File: src/rtl/dsb_pkg.sv
// Package: shared sizes for the serial DAC register bank.
// Assumes one frame = select field above code field, nothing else.
package dsb_pkg;
    localparam int CH_N    = 8;   // number of channels
    localparam int CODE_W  = 8;   // bits per channel code
    localparam int SEL_W   = 4;   // bits in the channel select field
    localparam int FRAME_W = SEL_W + CODE_W;
endpackage

File: src/rtl/dsb_sync_edge.sv
// Module: dsb_sync_edge
// Brings W asynchronous pins into the clk domain through two flops and
// flags rising edges of the synchronised levels.
// Assumes each pin holds a level for at least two clk cycles.
module dsb_sync_edge #(
    parameter int         W       = 1,
    parameter logic [W-1:0] RST_VAL = '0
) (
    input  logic         clk,
    input  logic         rst_n,
    input  logic [W-1:0] pin,
    output logic [W-1:0] lvl,
    output logic [W-1:0] rise
);
    logic [W-1:0] meta_q;
    logic [W-1:0] lvl_q;
    logic [W-1:0] prev_q;

    // Two-stage synchroniser plus a delayed copy for edge detection.
    always_ff @(posedge clk) begin
        if (!rst_n) begin
            meta_q <= RST_VAL;
            lvl_q  <= RST_VAL;
            prev_q <= RST_VAL;
        end else begin
            meta_q <= pin;
            lvl_q  <= meta_q;
            prev_q <= lvl_q;
        end
    end

    // Rising edge: level high now, low one cycle ago.
    always_comb begin
        lvl  = lvl_q;
        rise = lvl_q & ~prev_q;
    end
endmodule

File: src/rtl/dsb_shift.sv
// Module: dsb_shift
// Frame register that shifts in one bit, MSB first, on each shift strobe.
// The far-end bit is the chain output.
// Assumes shift_en has already been gated by the load level.
module dsb_shift #(
    parameter int FRAME_W = 12
) (
    input  logic               clk,
    input  logic               rst_n,
    input  logic               shift_en,
    input  logic               bit_in,
    output logic [FRAME_W-1:0] frame,
    output logic               chain_out
);
    logic [FRAME_W-1:0] sr_q;

    // Shift toward the MSB end; new bit enters at position 0.
    always_ff @(posedge clk) begin
        if (!rst_n) begin
            sr_q <= '0;
        end else if (shift_en) begin
            sr_q <= {sr_q[FRAME_W-2:0], bit_in};
        end
    end

    // Expose the frame and the bit that leaves on the next shift.
    always_comb begin
        frame     = sr_q;
        chain_out = sr_q[FRAME_W-1];
    end
endmodule

File: src/rtl/dsb_latch_bank.sv
// Module: dsb_latch_bank
// Decodes the select field of a committed frame and writes its code
// into the selected channel latch. Select k (1..CH_N) picks channel k.
// Any other select value writes nothing.
module dsb_latch_bank #(
    parameter int CH_N   = 8,
    parameter int CODE_W = 8,
    parameter int SEL_W  = 4
) (
    input  logic                     clk,
    input  logic                     rst_n,
    input  logic                     commit,
    input  logic [SEL_W-1:0]         sel,
    input  logic [CODE_W-1:0]        code,
    output logic [CH_N*CODE_W-1:0]   codes
);
    logic [CH_N-1:0] wr_en;

    for (genvar g = 0; g < CH_N; g++) begin : g_ch
        logic [CODE_W-1:0] val_q;

        // One-hot write enable for this channel.
        always_comb begin
            wr_en[g] = commit && (sel == SEL_W'(g + 1));
        end

        // Channel latch: cleared on reset, loaded when selected.
        always_ff @(posedge clk) begin
            if (!rst_n) begin
                val_q <= '0;
            end else if (wr_en[g]) begin
                val_q <= code;
            end
        end

        assign codes[g*CODE_W +: CODE_W] = val_q;
    end
endmodule

File: src/rtl/dac_serial_bank.sv
// Module: dac_serial_bank (top)
// Serial three-wire front end of an eight-channel DAC. It synchronises
// the pins, shifts frames while the strobe is low and commits on the
// strobe's rising edge. Assumes the shift clock and strobe idle high
// and run well below clk.
module dac_serial_bank
    import dsb_pkg::*;
#(
    parameter int N_CH  = CH_N,
    parameter int C_W   = CODE_W,
    parameter int S_W   = SEL_W,
    localparam int F_W  = S_W + C_W
) (
    input  logic                 clk,
    input  logic                 rst_n,
    input  logic                 sdi,
    input  logic                 sclk,
    input  logic                 ld,
    output logic                 sdo,
    output logic [N_CH*C_W-1:0]  ch_code
);
    // Pin order in the synchroniser: {sdi, sclk, ld}
    localparam logic [2:0] PIN_IDLE = 3'b011;

    logic [2:0]     pin_lvl;
    logic [2:0]     pin_rise;
    logic           sdi_lvl;
    logic           sclk_rise;
    logic           ld_lvl;
    logic           ld_rise;
    logic           shift_en;
    logic [F_W-1:0] frame;

    dsb_sync_edge #(.W(3), .RST_VAL(PIN_IDLE)) u_sync (
        .clk   (clk),
        .rst_n (rst_n),
        .pin   ({sdi, sclk, ld}),
        .lvl   (pin_lvl),
        .rise  (pin_rise)
    );

    // Split synchronised pins and gate shifting by the strobe level.
    always_comb begin
        sdi_lvl   = pin_lvl[2];
        sclk_rise = pin_rise[1];
        ld_lvl    = pin_lvl[0];
        ld_rise   = pin_rise[0];
        shift_en  = sclk_rise && !ld_lvl;
    end

    dsb_shift #(.FRAME_W(F_W)) u_shift (
        .clk       (clk),
        .rst_n     (rst_n),
        .shift_en  (shift_en),
        .bit_in    (sdi_lvl),
        .frame     (frame),
        .chain_out (sdo)
    );

    dsb_latch_bank #(.CH_N(N_CH), .CODE_W(C_W), .SEL_W(S_W)) u_bank (
        .clk    (clk),
        .rst_n  (rst_n),
        .commit (ld_rise),
        .sel    (frame[F_W-1 -: S_W]),
        .code   (frame[C_W-1:0]),
        .codes  (ch_code)
    );
endmodule

File: config.mk
export PLATFORM = sky130hd
export DESIGN_NAME = dac_serial_bank
export DESIGN_NICKNAME = d
export VERILOG_FILES = /design/src/rtl/dsb_pkg.sv /design/src/rtl/dsb_sync_edge.sv /design/src/rtl/dsb_shift.sv /design/src/rtl/dsb_latch_bank.sv /design/src/rtl/dac_serial_bank.sv
export SDC_FILE = /design/constraint.sdc
export NUM_CORES = 1
export LEC_CHECK = 0
export CORE_ASPECT_RATIO = 0.7
export CORE_UTILIZATION = 25
export DETAILED_ROUTE_END_ITERATION = 8
export PLACE_DENSITY = 0.54
export SYNTH_ARGS = -nofsm -noshare
export SYNTH_HDL_FRONTEND = slang
export SYNTH_SLANG_ARGS = --single-unit
File: constraint.sdc
create_clock -name clk -period 1.56 [get_ports clk]
set_input_delay 0.312 -clock clk [delete_from_list [all_inputs] [get_ports clk]]
set_output_delay 0.312 -clock clk [all_outputs]
set_load 0.02 [all_outputs]
# == Word-level counts from Yosys, hierarchy flattened ==
# Cells that the tools add are included.
# totals
register_bits,84
mem_bits_ro,0
word_cells,32
output_inout_bits,65
latch_bits,0
mem_bits_rw,0
n_memories,0
# op_classes
n_bitwise,2
n_shift,0
multipliers,0
muxes,0
add_sub_neg,0
div,0
n_eq_ne,8
reduce_logical,10
magnitude_cmp,0
# ops
op,count
"4-bit by 3-bit equality test with 1-bit output, second input constant",4
1-bit logical AND,9
"4-bit by 2-bit equality test with 1-bit output, second input constant",2
"4-bit by 1-bit equality test with 1-bit output, second input constant",1
"4-bit equality test, second input constant",1
2-bit AND,1
2-bit inverter,1
1-bit logical NOT,1

# == Depth between registers and ports, before layout ==
# depth
word_depth,3
depth_mapped,4

# == Cells and area by module ==
# Synthesis repeated with hierarchy kept, for this count alone.
# hier_totals
hier_cells,287
area_unflattened_um2,3101.7
# by_module_without_submodules
module,n_inst,cells_each,area_each_um2
dsb_latch_bank,1,226,2374.8
dsb_shift,1,39,457.9
dsb_sync_edge,1,21,255.2
dac_serial_bank,1,1,13.8

# == Worst setup path after synthesis ==
# OpenSTA, ideal clock, no wires.
# synth_path
path_kind,register to register
startpoint,register u_shift.sr_q[11] (netlist: u_shift.frame[11])
endpoint,register u_bank.g_ch[6].val_q[1]
n_path_buf,1
required_ns,1.433
arrival_ns,1.184
setup_time_ns,0.127
stages_incl_launch_ff,5
slack_ns,0.249
period_less_slack_ns,1.311
cell_sequence,dfxtp_1 > and4bb_4 > and3_1 > buf_6 > mux2i_1
# synth_via
elab_chain_cells,2
# synth_rtl
item,line,rtl
from (decl),dsb_shift.sv:15,logic [FRAME_W-1:0] sr_q;
from (signal assigned),dsb_shift.sv:22,"sr_q <= {sr_q[FRAME_W-2:0], bit_in};"
4-bit by 3-bit equality test with 1-bit output,dsb_latch_bank.sv:24,wr_en[g] = commit && (sel == SEL_W'(g + 1));
1-bit logical AND,dsb_latch_bank.sv:24,
to (signal assigned),dsb_latch_bank.sv:32,val_q <= code;
to (decl),dsb_latch_bank.sv:20,logic [CODE_W-1:0] val_q;
# Every way passes these cells.
# A chain may end at the register's enable or synchronous reset.

# == Final worst setup path ==
# layout_path
startpoint,register u_shift.sr_q[11] (netlist: u_shift.frame[11])
endpoint,output sdo
# layout_rtl
item,line,rtl
to (decl),dac_serial_bank.sv:19,"output logic sdo,"
# No word-level cell between the ends.

==> impl_metrics.toml <==
[setup_path]
worstPathRequired_ns = 1.25
worstReg2RegStart = "u_shift.frame[10]"
ff2ff_path_depth = 4
max_stage_delay_ns = 0.42
path_class = "reg -> out"
startpoint = "u_shift.frame[11]"
crit_chain = "dlygate4sd2_1"
cp.arrival_ns = 1.11
crit_slowest_cell = "dfxtp_1"
cp-end-kind = "output port"
crit_buf_inv = 1
critPathTopFamily = "flip-flops"
worstPathMaxFanout = 5
startpoint_type = "flip-flop"
path_depth = 1

[routing]
ant_nets = 0
wl_um = 7363
drc = 0
viasPerCell = 4.154
avgRoutedWirePerCell_um = 14.32
drtIter0Drc = 85
vias = 2135
first_pass_iters = 4

[global_routing]
grt_max_degree = 40
grtUsageTotal_pct = 12.77
globalRouteOverflowTotal = 0
grt_first_pass_wirelength_um = 11870
grt_pass1_vias = 2143
antenna_found_initial = 0

[power]
ir_drop_mv = 0.4933
power.density_mw_per_mm2 = 1002
leakagePower_uw = 0.002032

[logic_synthesis]
synth.top_cell.area_share_pct = 55.35
ys_ff_latch = 84
synth_edf_count = 0
netlist_top_cells_count = "84 x dfxtp_1, 76 x mux2i_1, 72 x nand2_1"
ys_seq_area_share_pct = 55.35
yosysWarningCount = 0
syn_area_per_cell_um2 = 10.85
async_flop_share_pct = 0
yosys-top-cells-area = "dfxtp_1 55%, mux2i_1 25%, nand2_1 8.9%"
synthCells = 280
synth_nets = 285
synth_most_common_cell = "dfxtp_1"
synth.distinct_cells = 17
yosysTopAreaCell = "dfxtp_1"
yosys_most_used_dff = "dfxtp_1"
syn_area_mm2 = 0.003038

[job]
cap_violations = 0

[sta]
clock-skew-final_ns = 0.005095
fin_hold_ws_ns = 0.3609
min_period_ns = 1.421
hold_viol_final = 0
setup_violations = 0
fmax_mhz = 703.5
slew_viol_final = 0
rsz0062_at_grt = "false"
tightest_slew_ns = 0.5379
timing.final.crit_share_pct = 91.11
fin_ws_ns = 0.1386
setup-tns-final_ns = 0
slew_headroom_pct = 64.06

[worst_hold_path]
hold_class = "in -> reg"
holdCritStartpoint = "rst_n"
hold-path-cell-count = 2

[floorplanning]
die-area_mm2 = 0.01260
die_width_um = 133.8
initial_core_util_pct = 25.82
rows = 33
die_h_um = 94.23
core_area_mm2 = 0.01177
io_pins = 70

[clocking]
clk_pin_slew_ns = 0.06
clkSinkCount = 84
clk_latency_ns = 0.33
cts_setup_buffers = 0
clockBufferDepth = 2
numCtsBuffers = 9
cts_tree = "yes"
cts_root_buf = "clkbuf_16"
htree_levels = 3

[final_layout]
instances_no_fill = 514
postLayoutCoreUtil_pct = 35.01
drive_above_1_share_pct = 8.964
num_antenna_cells = 0
fill_cells = 1215
area_growth_pct = 35.63
final_nets = 360

[place]
gp_congestion = 0.7089
place.detailed.hpwl_um = 5115
dp_slack_ns = 0.1894
port_buffers = 69
place_inst = 501

[outcome]
outcome = "complete, no violations"
kinds of logic after synthesis:
family | after synthesis | share of synthesized area (%)
flops | 84 | 55.35
mux | 76 | 25.04
simple gates | 107 | 17.34
buf+inv | 13 | 2.265
area by class of cell:
type	instances	area, µm²	share of cell area [%]
Clock buffer	11	252.7	6.134
Multi-Input combinational cell	183	1287	31.25
Tap cell	157	196.4	4.768
Timing Repair Buffer	77	689.4	16.73
Sequential cell	84	1682	40.81
Clock inverter	2	12.51	0.3037
metal layers:
layer  global-route usage [%]  vias to the layer above  routed length (µm)
met1                    17.69                      999                3862
met4                    4.261                        0                  71
met3                    4.315                        7                 373
met2                    18.26                       54                3056
met5                        0                        -                   0
li1                         -                     1075                   -
power by group:
group | switching [µW] | leakage, µW | internal, µW
Combinational | 39.8 | 0.00122 | 26.1
Clock | 771 | 0.000129 | 1130
Sequential | 3.80 | 0.000678 | 2150
flip-flops by register name, summed over array words and instances (netlist names):
name	cells
u_bank.g_ch.val_q	64
u_shift.frame	12
u_sync.lvl	3
u_sync.meta_q	3
u_sync.prev_q	2
layout by cell type (no fill, tap or decap), drive strengths merged:
cell | Yosys | routed
nor2 | 1 | 1
clkinv | 0 | 1
and2 | 2 | 2
clkinvlp | 0 | 1
dlygate4sd2 | 0 | 65
and3 | 2 | 2
buf | 4 | 9
dfxtp | 84 | 84
and4bb | 2 | 2
clkdlybuf4s50 | 0 | 3
nor3b | 1 | 1
nand2 | 78 | 78
nand2b | 6 | 6
nor2b | 14 | 14
mux2i | 76 | 76
nor4b | 1 | 1
clkbuf | 9 | 11
final timing paths:
path / endpoint / slack, ns
max: sdo / 0.14
min reg2reg: u_sync.lvl[0] / 0.40
min: u_shift.frame[2] / 0.36
max reg2reg: u_bank.g_ch[6].val_q[5] / 0.20
worst register-to-register path, delay by kind of cell (launching register included):
family	cells	cell delay (ns)
flip-flops	1	0.42
AND/OR/NAND/NOR	2	0.52
buffers and inverters	1	0.14
multiplexers	1	0.20
per-stage QoR:
step / instance area, µm² / power (µW)
detailed placement: 3936 / 2272
finish: 4120 / 4129
global placement: 3936 / 2270
CTS: 4120 / 4184
floorplan: 3038 / 2247
global route: 4120 / 4296
timing repair:
item	in CTS	in global routing
endpoints found under the setup margin	65	0
hold endpoints to repair	0	0
hold buffers	0	0
gates resized for setup	65	0
Power figures use the tool's default switching activity.
